`src/rtl/eeprog_pkg.sv`:
```
package eeprog_pkg;
  localparam int unsigned BYTE_W = 8;

  typedef enum logic [1:0] {
    RSP_IDLE    = 2'd0,
    RSP_CTRL    = 2'd1,
    RSP_ARRAY   = 2'd2,
    RSP_BLOCKED = 2'd3
  } rsp_kind_e;
endpackage

```
`src/rtl/eeprog_array.sv`:
```
module eeprog_array #(
  parameter int unsigned DEPTH  = 128,
  parameter int unsigned ADDR_W = $clog2(DEPTH)
) (
  input  logic              clk,
  input  logic              we,
  input  logic [ADDR_W-1:0] addr,
  input  logic [7:0]        wdata,
  output logic [7:0]        rdata
);
  logic [7:0] mem [DEPTH];
  logic [7:0] rdata_q;

  // single-port, read-first; maps onto one block RAM
  always_ff @(posedge clk) begin
    if (we) mem[addr] <= wdata;
    rdata_q <= mem[addr];
  end

  assign rdata = rdata_q;
endmodule

```
`src/rtl/eeprog_latch.sv`:
```
module eeprog_latch #(
  parameter int unsigned ROW_BYTES = 32,
  parameter int unsigned ADDR_W    = 7,
  localparam int unsigned COL_W    = $clog2(ROW_BYTES),
  localparam int unsigned ROW_W    = ADDR_W - COL_W
) (
  input  logic              clk,
  input  logic              rst,
  input  logic              wr_en,
  input  logic [ADDR_W-1:0] wr_addr,
  input  logic [7:0]        wr_data,
  input  logic              clr,
  input  logic [COL_W-1:0]  rd_idx,
  output logic [7:0]        rd_data,
  output logic              rd_valid,
  output logic [ROW_W-1:0]  row_o
);
  logic [7:0]           data_q [ROW_BYTES];
  logic [ROW_BYTES-1:0] valid_q;
  logic [ROW_W-1:0]     row_q;
  logic [COL_W-1:0]     wr_col;

  assign wr_col = wr_addr[COL_W-1:0];

  // one byte register per column; a second write ANDs into the first
  for (genvar i = 0; i < ROW_BYTES; i++) begin : g_col
    always_ff @(posedge clk) begin
      if (wr_en && wr_col == COL_W'(i)) begin
        data_q[i] <= valid_q[i] ? (data_q[i] & wr_data) : wr_data;
      end
    end
  end

  always_ff @(posedge clk) begin
    if (rst || clr) begin
      valid_q <= '0;
    end else if (wr_en) begin
      valid_q[wr_col] <= 1'b1;
    end
  end

  always_ff @(posedge clk) begin
    if (rst) begin
      row_q <= '0;
    end else if (wr_en) begin
      row_q <= wr_addr[ADDR_W-1:COL_W];
    end
  end

  assign rd_data  = data_q[rd_idx];
  assign rd_valid = valid_q[rd_idx];
  assign row_o    = row_q;

  // staging and clearing never share a cycle
  p_stage_clear_excl_r9: assert property (@(posedge clk) disable iff (rst)
    clr |-> !wr_en);
endmodule

```
`src/rtl/eeprog_ctrl.sv`:
```
module eeprog_ctrl #(
  parameter int unsigned ROW_BYTES   = 32,
  parameter int unsigned PROG_CYCLES = 40,
  localparam int unsigned COL_W      = $clog2(ROW_BYTES),
  localparam int unsigned IDX_W      = COL_W + 1,
  localparam int unsigned CNT_W      = (PROG_CYCLES > 1) ? $clog2(PROG_CYCLES) : 1
) (
  input  logic             clk,
  input  logic             rst,
  input  logic             reg_wr,
  input  logic [1:0]       reg_cmd,
  input  logic             wait_req,
  input  logic             halt_req,
  output logic             lat_o,
  output logic             pgm_o,
  output logic             clr_o,
  output logic             slot_o,
  output logic [COL_W-1:0] slot_idx_o,
  output logic             sleep_ack_o
);
  logic             lat_q, pgm_q, sleep_q;
  logic [CNT_W-1:0] cnt_q;
  logic [IDX_W-1:0] idx_q;
  logic             start, fall, finish, abort;

  always_comb begin
    start  = reg_wr && !pgm_q && lat_q && reg_cmd[1] && reg_cmd[0];
    fall   = reg_wr && !pgm_q && lat_q && !reg_cmd[1];
    finish = pgm_q && !halt_req && (cnt_q == '0);
    abort  = pgm_q && halt_req;
  end

  always_ff @(posedge clk) begin
    if (rst) begin
      lat_q   <= 1'b0;
      pgm_q   <= 1'b0;
      cnt_q   <= '0;
      idx_q   <= '0;
      sleep_q <= 1'b0;
    end else begin
      sleep_q <= halt_req || (wait_req && !pgm_q);
      if (abort || finish) begin
        pgm_q <= 1'b0;
        lat_q <= 1'b0;
      end else if (pgm_q) begin
        cnt_q <= cnt_q - 1'b1;
        if (idx_q < IDX_W'(ROW_BYTES)) idx_q <= idx_q + 1'b1;
      end else if (reg_wr) begin
        lat_q <= reg_cmd[1];
        if (start) begin
          pgm_q <= 1'b1;
          cnt_q <= CNT_W'(PROG_CYCLES - 1);
          idx_q <= '0;
        end
      end
    end
  end

  assign lat_o       = lat_q;
  assign pgm_o       = pgm_q;
  assign clr_o       = abort || finish || fall;
  assign slot_o      = pgm_q && !halt_req && (idx_q < IDX_W'(ROW_BYTES));
  assign slot_idx_o  = idx_q[COL_W-1:0];
  assign sleep_ack_o = sleep_q;

  // a cycle only begins from write mode
  p_start_from_latch_r7: assert property (@(posedge clk) disable iff (rst)
    $rose(pgm_q) |-> $past(lat_q));
  // write mode cannot drop while busy without an end or abort
  p_busy_holds_latch_r10: assert property (@(posedge clk) disable iff (rst)
    pgm_q |-> lat_q);
  // a wait request does not cut the cycle short
  p_wait_continues_r11: assert property (@(posedge clk) disable iff (rst)
    (pgm_q && wait_req && !halt_req && cnt_q != '0) |=> pgm_q);
  // halt ends the cycle on the next edge
  p_halt_aborts_r12: assert property (@(posedge clk) disable iff (rst)
    (pgm_q && halt_req) |=> (!pgm_q && !lat_q && sleep_q));
endmodule

```
`src/rtl/eeprom_row_prog.sv`:
```
module eeprom_row_prog #(
  parameter int unsigned DEPTH       = 128,
  parameter int unsigned ROW_BYTES   = 32,
  parameter int unsigned PROG_CYCLES = 40,
  localparam int unsigned ADDR_W     = $clog2(DEPTH),
  localparam int unsigned COL_W      = $clog2(ROW_BYTES),
  localparam int unsigned ROW_W      = ADDR_W - COL_W
) (
  input  logic              clk,
  input  logic              rst,
  input  logic              bus_req,
  input  logic              bus_we,
  input  logic              bus_ctrl,
  input  logic [ADDR_W-1:0] bus_addr,
  input  logic [7:0]        bus_wdata,
  input  logic              wait_req,
  input  logic              halt_req,
  output logic [7:0]        bus_rdata,
  output logic              bus_rdata_oe,
  output logic              prog_busy,
  output logic              sleep_ack
);
  import eeprog_pkg::*;

  logic             lat, pgm, clr, slot;
  logic [COL_W-1:0] slot_idx;
  logic [ROW_W-1:0] lrow;
  logic [7:0]       lat_data, mem_rdata;
  logic             lat_valid;
  logic             reg_wr, stage_wr, arr_rd, ctrl_rd, commit_we;
  logic [ADDR_W-1:0] mem_addr;
  rsp_kind_e        rsp_q;
  logic [BYTE_W-1:0] snap_q;

  always_comb begin
    reg_wr    = bus_req && bus_we && bus_ctrl;
    stage_wr  = bus_req && bus_we && !bus_ctrl && lat && !pgm;
    arr_rd    = bus_req && !bus_we && !bus_ctrl;
    ctrl_rd   = bus_req && !bus_we && bus_ctrl;
    commit_we = slot && lat_valid;
    mem_addr  = slot ? {lrow, slot_idx} : bus_addr;
  end

  eeprog_ctrl #(.ROW_BYTES(ROW_BYTES), .PROG_CYCLES(PROG_CYCLES)) u_ctrl (
    .clk(clk), .rst(rst), .reg_wr(reg_wr), .reg_cmd(bus_wdata[1:0]),
    .wait_req(wait_req), .halt_req(halt_req),
    .lat_o(lat), .pgm_o(pgm), .clr_o(clr), .slot_o(slot),
    .slot_idx_o(slot_idx), .sleep_ack_o(sleep_ack)
  );

  eeprog_latch #(.ROW_BYTES(ROW_BYTES), .ADDR_W(ADDR_W)) u_latch (
    .clk(clk), .rst(rst), .wr_en(stage_wr), .wr_addr(bus_addr),
    .wr_data(bus_wdata), .clr(clr), .rd_idx(slot_idx),
    .rd_data(lat_data), .rd_valid(lat_valid), .row_o(lrow)
  );

  eeprog_array #(.DEPTH(DEPTH), .ADDR_W(ADDR_W)) u_array (
    .clk(clk), .we(commit_we), .addr(mem_addr), .wdata(lat_data),
    .rdata(mem_rdata)
  );

  always_ff @(posedge clk) begin
    if (rst) begin
      rsp_q  <= RSP_IDLE;
      snap_q <= '0;
    end else begin
      if (ctrl_rd)     rsp_q <= RSP_CTRL;
      else if (arr_rd) rsp_q <= lat ? RSP_BLOCKED : RSP_ARRAY;
      else             rsp_q <= RSP_IDLE;
      snap_q <= {{(BYTE_W-2){1'b0}}, lat, pgm};
    end
  end

  always_comb begin
    bus_rdata_oe = 1'b0;
    bus_rdata    = '0;
    case (rsp_q)
      RSP_CTRL:  begin bus_rdata_oe = 1'b1; bus_rdata = snap_q;    end
      RSP_ARRAY: begin bus_rdata_oe = 1'b1; bus_rdata = mem_rdata; end
      default:   ;
    endcase
  end

  assign prog_busy = pgm;

  // array reads in write mode never drive the bus
  p_blocked_read_r3: assert property (@(posedge clk) disable iff (rst)
    (arr_rd && lat) |=> (!bus_rdata_oe && bus_rdata == 8'h00));
  // register reads answer next cycle with upper bits clear
  p_ctrl_read_r2: assert property (@(posedge clk) disable iff (rst)
    ctrl_rd |=> (bus_rdata_oe && bus_rdata[7:2] == 6'd0));
  // the array is only written by a running cycle
  p_commit_only_busy_r4: assert property (@(posedge clk) disable iff (rst)
    commit_we |-> prog_busy);
endmodule

```
`config.mk`:
```
export PLATFORM = sky130hd
export DESIGN_NAME = eeprom_row_prog
export DESIGN_NICKNAME = d
export VERILOG_FILES = /design/src/rtl/eeprog_pkg.sv /design/src/rtl/eeprog_array.sv /design/src/rtl/eeprog_latch.sv /design/src/rtl/eeprog_ctrl.sv /design/src/rtl/eeprom_row_prog.sv
export SDC_FILE = /design/constraint.sdc
export NUM_CORES = 2
export LEC_CHECK = 0
export BUFFER_PORTS_ARGS = -buffer_cell sky130_fd_sc_hd__buf_2
export CAP_MARGIN = 20
export CORE_ASPECT_RATIO = 1.5
export CORE_MARGIN = 1.5
export CORE_UTILIZATION = 48
export CTS_CLUSTER_SIZE = 16
export DETAILED_ROUTE_END_ITERATION = 12
export GPL_TIMING_DRIVEN = 0
export PLACE_DENSITY = 0.64
export SKIP_LAST_GASP = 1
export SLEW_MARGIN = 25
export SYNTH_ARGS = -nofsm -noshare
export SYNTH_HDL_FRONTEND = slang
export SYNTH_SLANG_ARGS = --single-unit
```
`constraint.sdc`:
```
create_clock -name clk -period 8.4 [get_ports clk]
set_input_delay 0.84 -clock clk [delete_from_list [all_inputs] [get_ports clk]]
set_output_delay 0.84 -clock clk [all_outputs]
set_load 0.05 [all_outputs]
```
# After elaboration in Yosys (flattened, before gate mapping)

Memory sizes are Yosys's and may differ from the RTL's. A register that Yosys moved wholly into a read port is not among the register bits.
Index checks and enable logic that the tools add are counted.

Flip-flop bits (word level): 59
Latch bits: 0
Memory bits (writable): 1280
ROM bits: 0
Bits of input ports: 22
Word-level logic and storage cells: 404
Memories kept: 2

Memories:

| memory         | depth | bits a word | rd ports | clocked after Yosys merged registers in | wr ports | line               | RTL |
|---|---|---|---|---|---|---|---|
| u_array.mem    | 128   | 8           | 1        | 1                                       | 1        | eeprog_array.sv:11 | `logic [7:0] mem [DEPTH];` |
| u_latch.data_q | 32    | 8           | 33       | 1                                       | 1        | eeprog_latch.sv:18 | `logic [7:0] data_q [ROW_BYTES];` |

Add/sub/neg operators: 2
Multiply operators: 0
Divide/modulo/power cells: 0
Magnitude comparators: 4
Equality and inequality tests: 34
Shifts and indexed selects: 0
Muxes and demuxes: 213
Bitwise logic cells: 36
Reductions and logical operators: 102

Operator list:

| kind                                                              | number |
|---|---|
| two-way mux 8 bit                                                 | 63 |
| AND 8 bit                                                         | 32 |
| OR reduction 8 bit                                                | 31 |
| two-way mux 5 bit                                                 | 33 |
| two-way mux 1 bit                                                 | 106 |
| == test 5 bit, second input constant                              | 16 |
| logical AND 1 bit                                                 | 52 |
| two-way mux 6 bit                                                 | 7 |
| == test 5 x 4 -> 1 bit, second input constant                     | 8 |
| OR 32 bit                                                         | 1 |
| == test 5 x 3 -> 1 bit, second input constant                     | 4 |
| one-hot mux 8 bit (2 select lines)                                | 1 |
| < comparator 5 x 6 -> 1 bit, second input constant                | 2 |
| == test 5 x 2 -> 1 bit, second input constant                     | 2 |
| two-way mux 7 bit                                                 | 1 |
| adder 6 x 1 -> 6 bit, second input constant                       | 1 |
| zero test 6 bit                                                   | 1 |
| < comparator 6 bit, second input constant                         | 1 |
| subtractor 6 x 1 -> 6 bit, second input constant                  | 1 |
| binary-select mux 1 bit (select 5 bit)                            | 1 |
| demux 1 bit (select 5 bit)                                        | 1 |
| == test 5 x 1 -> 1 bit, second input constant                     | 1 |
| greater-or-equal comparator 5 x 1 -> 1 bit, second input constant | 1 |
| zero test 1 bit                                                   | 5 |
| other kinds (12)                                                  | 19 |

# Depth between registers and ports, before layout

Depth in word-level cells: 39
Depth in mapped cells: 13

# Cells and area by module

From an unflattened synthesis, not the netlist that was laid out.

Cells, all modules: 3673
Area, all modules: 55846.1 um2

Modules (own cells, without submodules):

| module          | times used | cells an instance | area each (um2) | seq. area each (um2) |
|---|---|---|---|---|
| eeprog_array    | 1          | 2475              | 40433.8         | 30909.6 |
| eeprog_latch    | 1          | 1064              | 14204.9         | 8368.0 |
| eeprog_ctrl     | 1          | 97                | 845.8           | 300.3 |
| eeprom_row_prog | 1          | 37                | 361.6           | 80.1 |

# Least setup slack after synthesis

No wires, ideal clock.

Path type: input-to-reg
From: in halt_req
To: mem u_array.mem[56][0] (enable)
Setup time: 0.370 ns
Arrival time: 3.023 ns
Required time: 8.030 ns
Setup slack: 5.007 ns
Stages on the path: 9
Cells stage by stage: or3b_1 > buf_4 > mux2i_1 > buf_2 > buf_2 > buf_2 > nand3_2 > buf_2 > nor2_1

Cells in the longest elaborated chain, start to end: 6
Elaborated cells on any way between the ends: 7
Those cells by class: mux (3); reduce/logical (4)

RTL lines:

| element                                 | line                  | RTL |
|---|---|---|
| start: declaration                      | eeprom_row_prog.sv:17 | `input logic halt_req,` |
| zero test 1 bit *                       | eeprog_ctrl.sv:62     | `assign slot_o = pgm_q && !halt_req && (idx_q < IDX_W'(ROW_BYTES));` |
| logical AND 1 bit * (2 in series)       | eeprog_ctrl.sv:62     |  |
| logical AND 1 bit                       | eeprom_row_prog.sv:40 | `commit_we = slot && lat_valid;` |
| two-way mux 1 bit                       | eeprog_array.sv:16    | `if (we) mem[addr] <= wdata;` |
| two-way mux 1 bit (implied by the code) | eeprog_array.sv:16    |  |
| end: declaration                        | eeprog_array.sv:11    |  |

Mark *: on every way between the ends. The rest lies on a longest branch, timed or not.

# Worst setup path in the final report

From: reg u_ctrl.idx_q[1]
To: reg u_array.rdata_q[3], in the netlist u_array.rdata[3] (read register of u_array.mem)

Cells in the longest elaborated chain, start to end: 3

RTL lines:

| element                  | line                  | RTL |
|---|---|---|
| start: declaration       | eeprog_ctrl.sv:23     | `logic [IDX_W-1:0] idx_q;` |
| start signal: assignment | eeprog_ctrl.sv:47     | `if (idx_q < IDX_W'(ROW_BYTES)) idx_q <= idx_q + 1'b1;` |
| < comparator 6 bit       | eeprog_ctrl.sv:62     |  |
| logical AND 1 bit        | eeprog_ctrl.sv:62     |  |
| two-way mux 7 bit *      | eeprom_row_prog.sv:41 | `mem_addr = slot ? {lrow, slot_idx} : bus_addr;` |
| end: declaration         | eeprog_array.sv:12    | `logic [7:0] rdata_q;` |

Marked as above.
A chain may end at the register's enable or synchronous reset.

==> results.md <==
* Slew HR at 0.129
* Ys flop type: edfxtp_1
* Deepest clock path buffer count at 3
* Number of flops mapped to enable cells by yosys at approximately 1300
* Resized cells post-CTS at 0
* Starting Density at 0.483
* Post-route DRC at 0
* Final Setup Violations at 0
* Mean area per synthesized cell at 16.6 sq um
* Clk sinks at 1346
* Layout Cells excl Fill at approximately 5000
* Tot Pwr at approximately 13 mW
* Setup slack after layout at around 3.1 ns
* Worst-skew pair later-pin latency at between 0.7 and 0.8 ns
* Startpoint Class: flip-flop
* # placed instances at 4904
* CTS clk-pin slew, worst paths at 0.07 ns
* Synth Register Bits at between 1000 and 1500
* Post-place setup slack at 2.94 ns
* Worst VDD drop at around 170 uV
* Largest net degree at the start of global routing at about 130
* IO buf count at 28
* Critical path capture point type: flip-flop
* DR WL/cell at between 30 and 40 um
* Least-Margin Pin Slew at 1.27 ns
* Max Fanout on Critical Path at 10
* Status: complete, no violations
* Pre-Repair DR Iteration Count at 5
* Hold Fails Final Rpt at 0
* Async SR Flop Fraction at 0
* H-Tree Depth at 3
* Synthesized instance count at around 3300
* Vias per cell at a little under 6
* PD cells at 214 mW/mm^2
* Synthesized Nets at between 3000 and 4000
* Total core area at approximately 0.11 sq mm
* # IOs at 33
* Global-route wire length before repair at ~220 mm
* Leakage at slightly above 20 nW
* Die Wd at 280 um
* Max cap viols at 0
* Post-route ant nets at 0
* CTS tree: done
* Synth Warn # at 0
* Iter 0 DRT Violations at around 3200
* Grt total ovfl at 0
* Final TNS setup at 0 ns
* Clock Skew at around 0.048 ns
* CP Data Arrival Time at roughly 6 ns
* Hold Path Class: input pin to flip-flop
* Num CTS Buffers at approximately 120
* Final Max Slew Viols at 0
* Synth unique cells at 61
* Via count at 30600
* Final worst-path cycle share at 0.630
* Total global-route track usage at 0.275
* GPL Wtd Cong at ~0.96
* Unrepaired setup endpoints after global routing: false
* Total Wirelength at around 160 mm
* Synth Cell Area at ~0.055 sq mm
* # Post-CTS Setup Buffers at 0
* Root Driver: clkbuf_16
* Die area at between 0.1 and 0.15 sq mm
* Highest clock rate at 0.189 GHz
* Chip height at between 400 and 500 um
* Fraction of layout cells with a size suffix above 1 at 0.165
* Area growth, synth to finish at 11.2%
* Layout Nets at 3511
* Row count at roughly 150
* Crit Path Category: flip-flop to flip-flop
* Vias in the first global route at around 31000
* HPWL after detailed placement at 112 mm
* Min Tclk post-route at 5.29 ns
* Initial antenna violation count at 4
* CTS Hold Buffers Added at 0
* Worst EP required at between 8 and 9 ns
* Sequential share of the synthesized area at 0.721
[flip-flops by register name (all words and copies together) (netlist names), named ones only]
| register | flops |
|---|---|
| u_ctrl.lat_o | 1 |
| snap_q | 2 |
| u_ctrl.idx_q | 6 |
| u_array.rdata | 8 |
| u_ctrl.cnt_q | 6 |
| u_latch.data_q | 256 |
| u_ctrl.sleep_ack_o | 1 |
| u_latch.row_o | 2 |
| u_latch.valid_q | 32 |
| u_array.mem | 1024 |
| u_ctrl.pgm_o | 1 |
| rsp_q | 2 |
[logic make-up (layout without fill, tap and decap cells)]
kind of cell | Yosys count | after routing | share of synthesized area
AOI/OAI and AO/OA | 543 | 543 | 0.0694
muxes | 331 | 331 | 0.123
adders and majority gates | 5 | 5 | 0.00113
other | 0 | 3 | 0
and+or+nand+nor | 619 | 619 | 0.0490
buffers and inverters | 474 | 730 | 0.0361
xor gates and xnor gates | 7 | 7 | 0.00111
DFF | 1346 | 1346 | 0.721
[report_power, final]
| part | total, mW | internal [mW] | leakage (nW) | switching (mW) |
|---|---|---|---|---|
| clock | 5.33 | 2.88 | 1.81 | 2.45 |
| combinational | 0.529 | 0.174 | 6.28 | 0.355 |
| sequential | 7.26 | 7.25 | 12.0 | 0.00200 |
| total | 13.1 | 10.3 | 20.1 | 2.81 |
[placed cells by master (no fill, tap or decap), types with 18 or more instances in the layout]
cell type,Yosys,final
a22oi_1,88,88
clkbuf_16,0,119
inv_1,263,263
edfxtp_1,1280,1280
clkinv_1,0,30
dfxtp_1,66,66
nand2_1,288,288
buf_1,25,18
clkinv_2,0,25
a21boi_0,256,256
mux2i_1,40,38
mux4_2,273,273
nor3_1,21,20
nor2_1,188,188
nand4_1,31,31
buf_2,33,70
o21a_1,33,33
nand3_1,21,21
buf_4,23,23
a21oi_1,92,92
clkbuf_1,119,139
[worst paths after layout]
check,startpoint,cells after the start,endpoint,slack [ns]
setup / recovery,u_ctrl.idx_q[1],9,u_array.rdata[3],3.11
hold / removal,bus_we,2,rsp_q[1],0.30
setup reg to reg,u_ctrl.idx_q[1],9,u_array.rdata[3],3.11
hold reg to reg,u_ctrl.idx_q[5],2,u_ctrl.idx_q[5],0.51
[per-layer routing]
metal | share of wire | global-route usage | vias to the layer above | wire, um
met1 | 0.34 | 0.307 | 15700 | 53400
met4 | 0.084 | 0.199 | 2 | 13400
li1 | - | - | 13100 | -
met2 | 0.51 | 0.478 | 1408 | 81200
met5 | 0.000082 | 0 | - | 13
met3 | 0.069 | 0.0446 | 449 | 11000
[cell usage after synthesis (all sizes together) (29+ instances only)]
library cell,count,share of area
a22oi,88,0.012
a21oi,92,0.0083
nor2,188,0.013
mux4,273,0.11
a21boi,256,0.035
nand2,288,0.020
nand4,31,0.0035
dfxtp,66,0.024
nand3,29,0.0034
o21a,33,0.0045
buf,92,0.010
mux2i,43,0.0082
edfxtp,1280,0.70
inv,263,0.018
clkbuf,119,0.0081
[critical path, stage by stage (launching register included)]
cell       delay, ns
dfxtp_1         0.33
clkbuf_1        0.62
nor3_1          0.16
mux2i_2         0.86
nand2b_1        0.22
clkbuf_1        0.63
a21oi_1         0.13
a2111oi_1       1.01
nand4_1         0.69
and4_1          0.46
[metrics by stage]
stage,hold WS (ns),instance area (sq um),util
floorplan,0.469,55200,-
global placement,0.496,57200,0.501
detailed placement,0.499,57700,0.504
CTS,0.265,61300,0.537
global route,0.288,61300,0.537
finish,0.295,61400,0.537
[final cells by class]
| class | instances | area (sq um) |
|---|---|---|
| antenna | 3 | 7.51 |
| buffer | 211 | 1010 |
| clock buffer | 142 | 3070 |
| clock inverter | 75 | 611 |
| fill | 9084 | 52900 |
| inverter | 263 | 987 |
| multi-input combinational | 1505 | 13600 |
| sequential | 1346 | 39800 |
| tap | 1540 | 1930 |
| timing repair buffer | 39 | 382 |
Power figures use the tool's default switching activity.
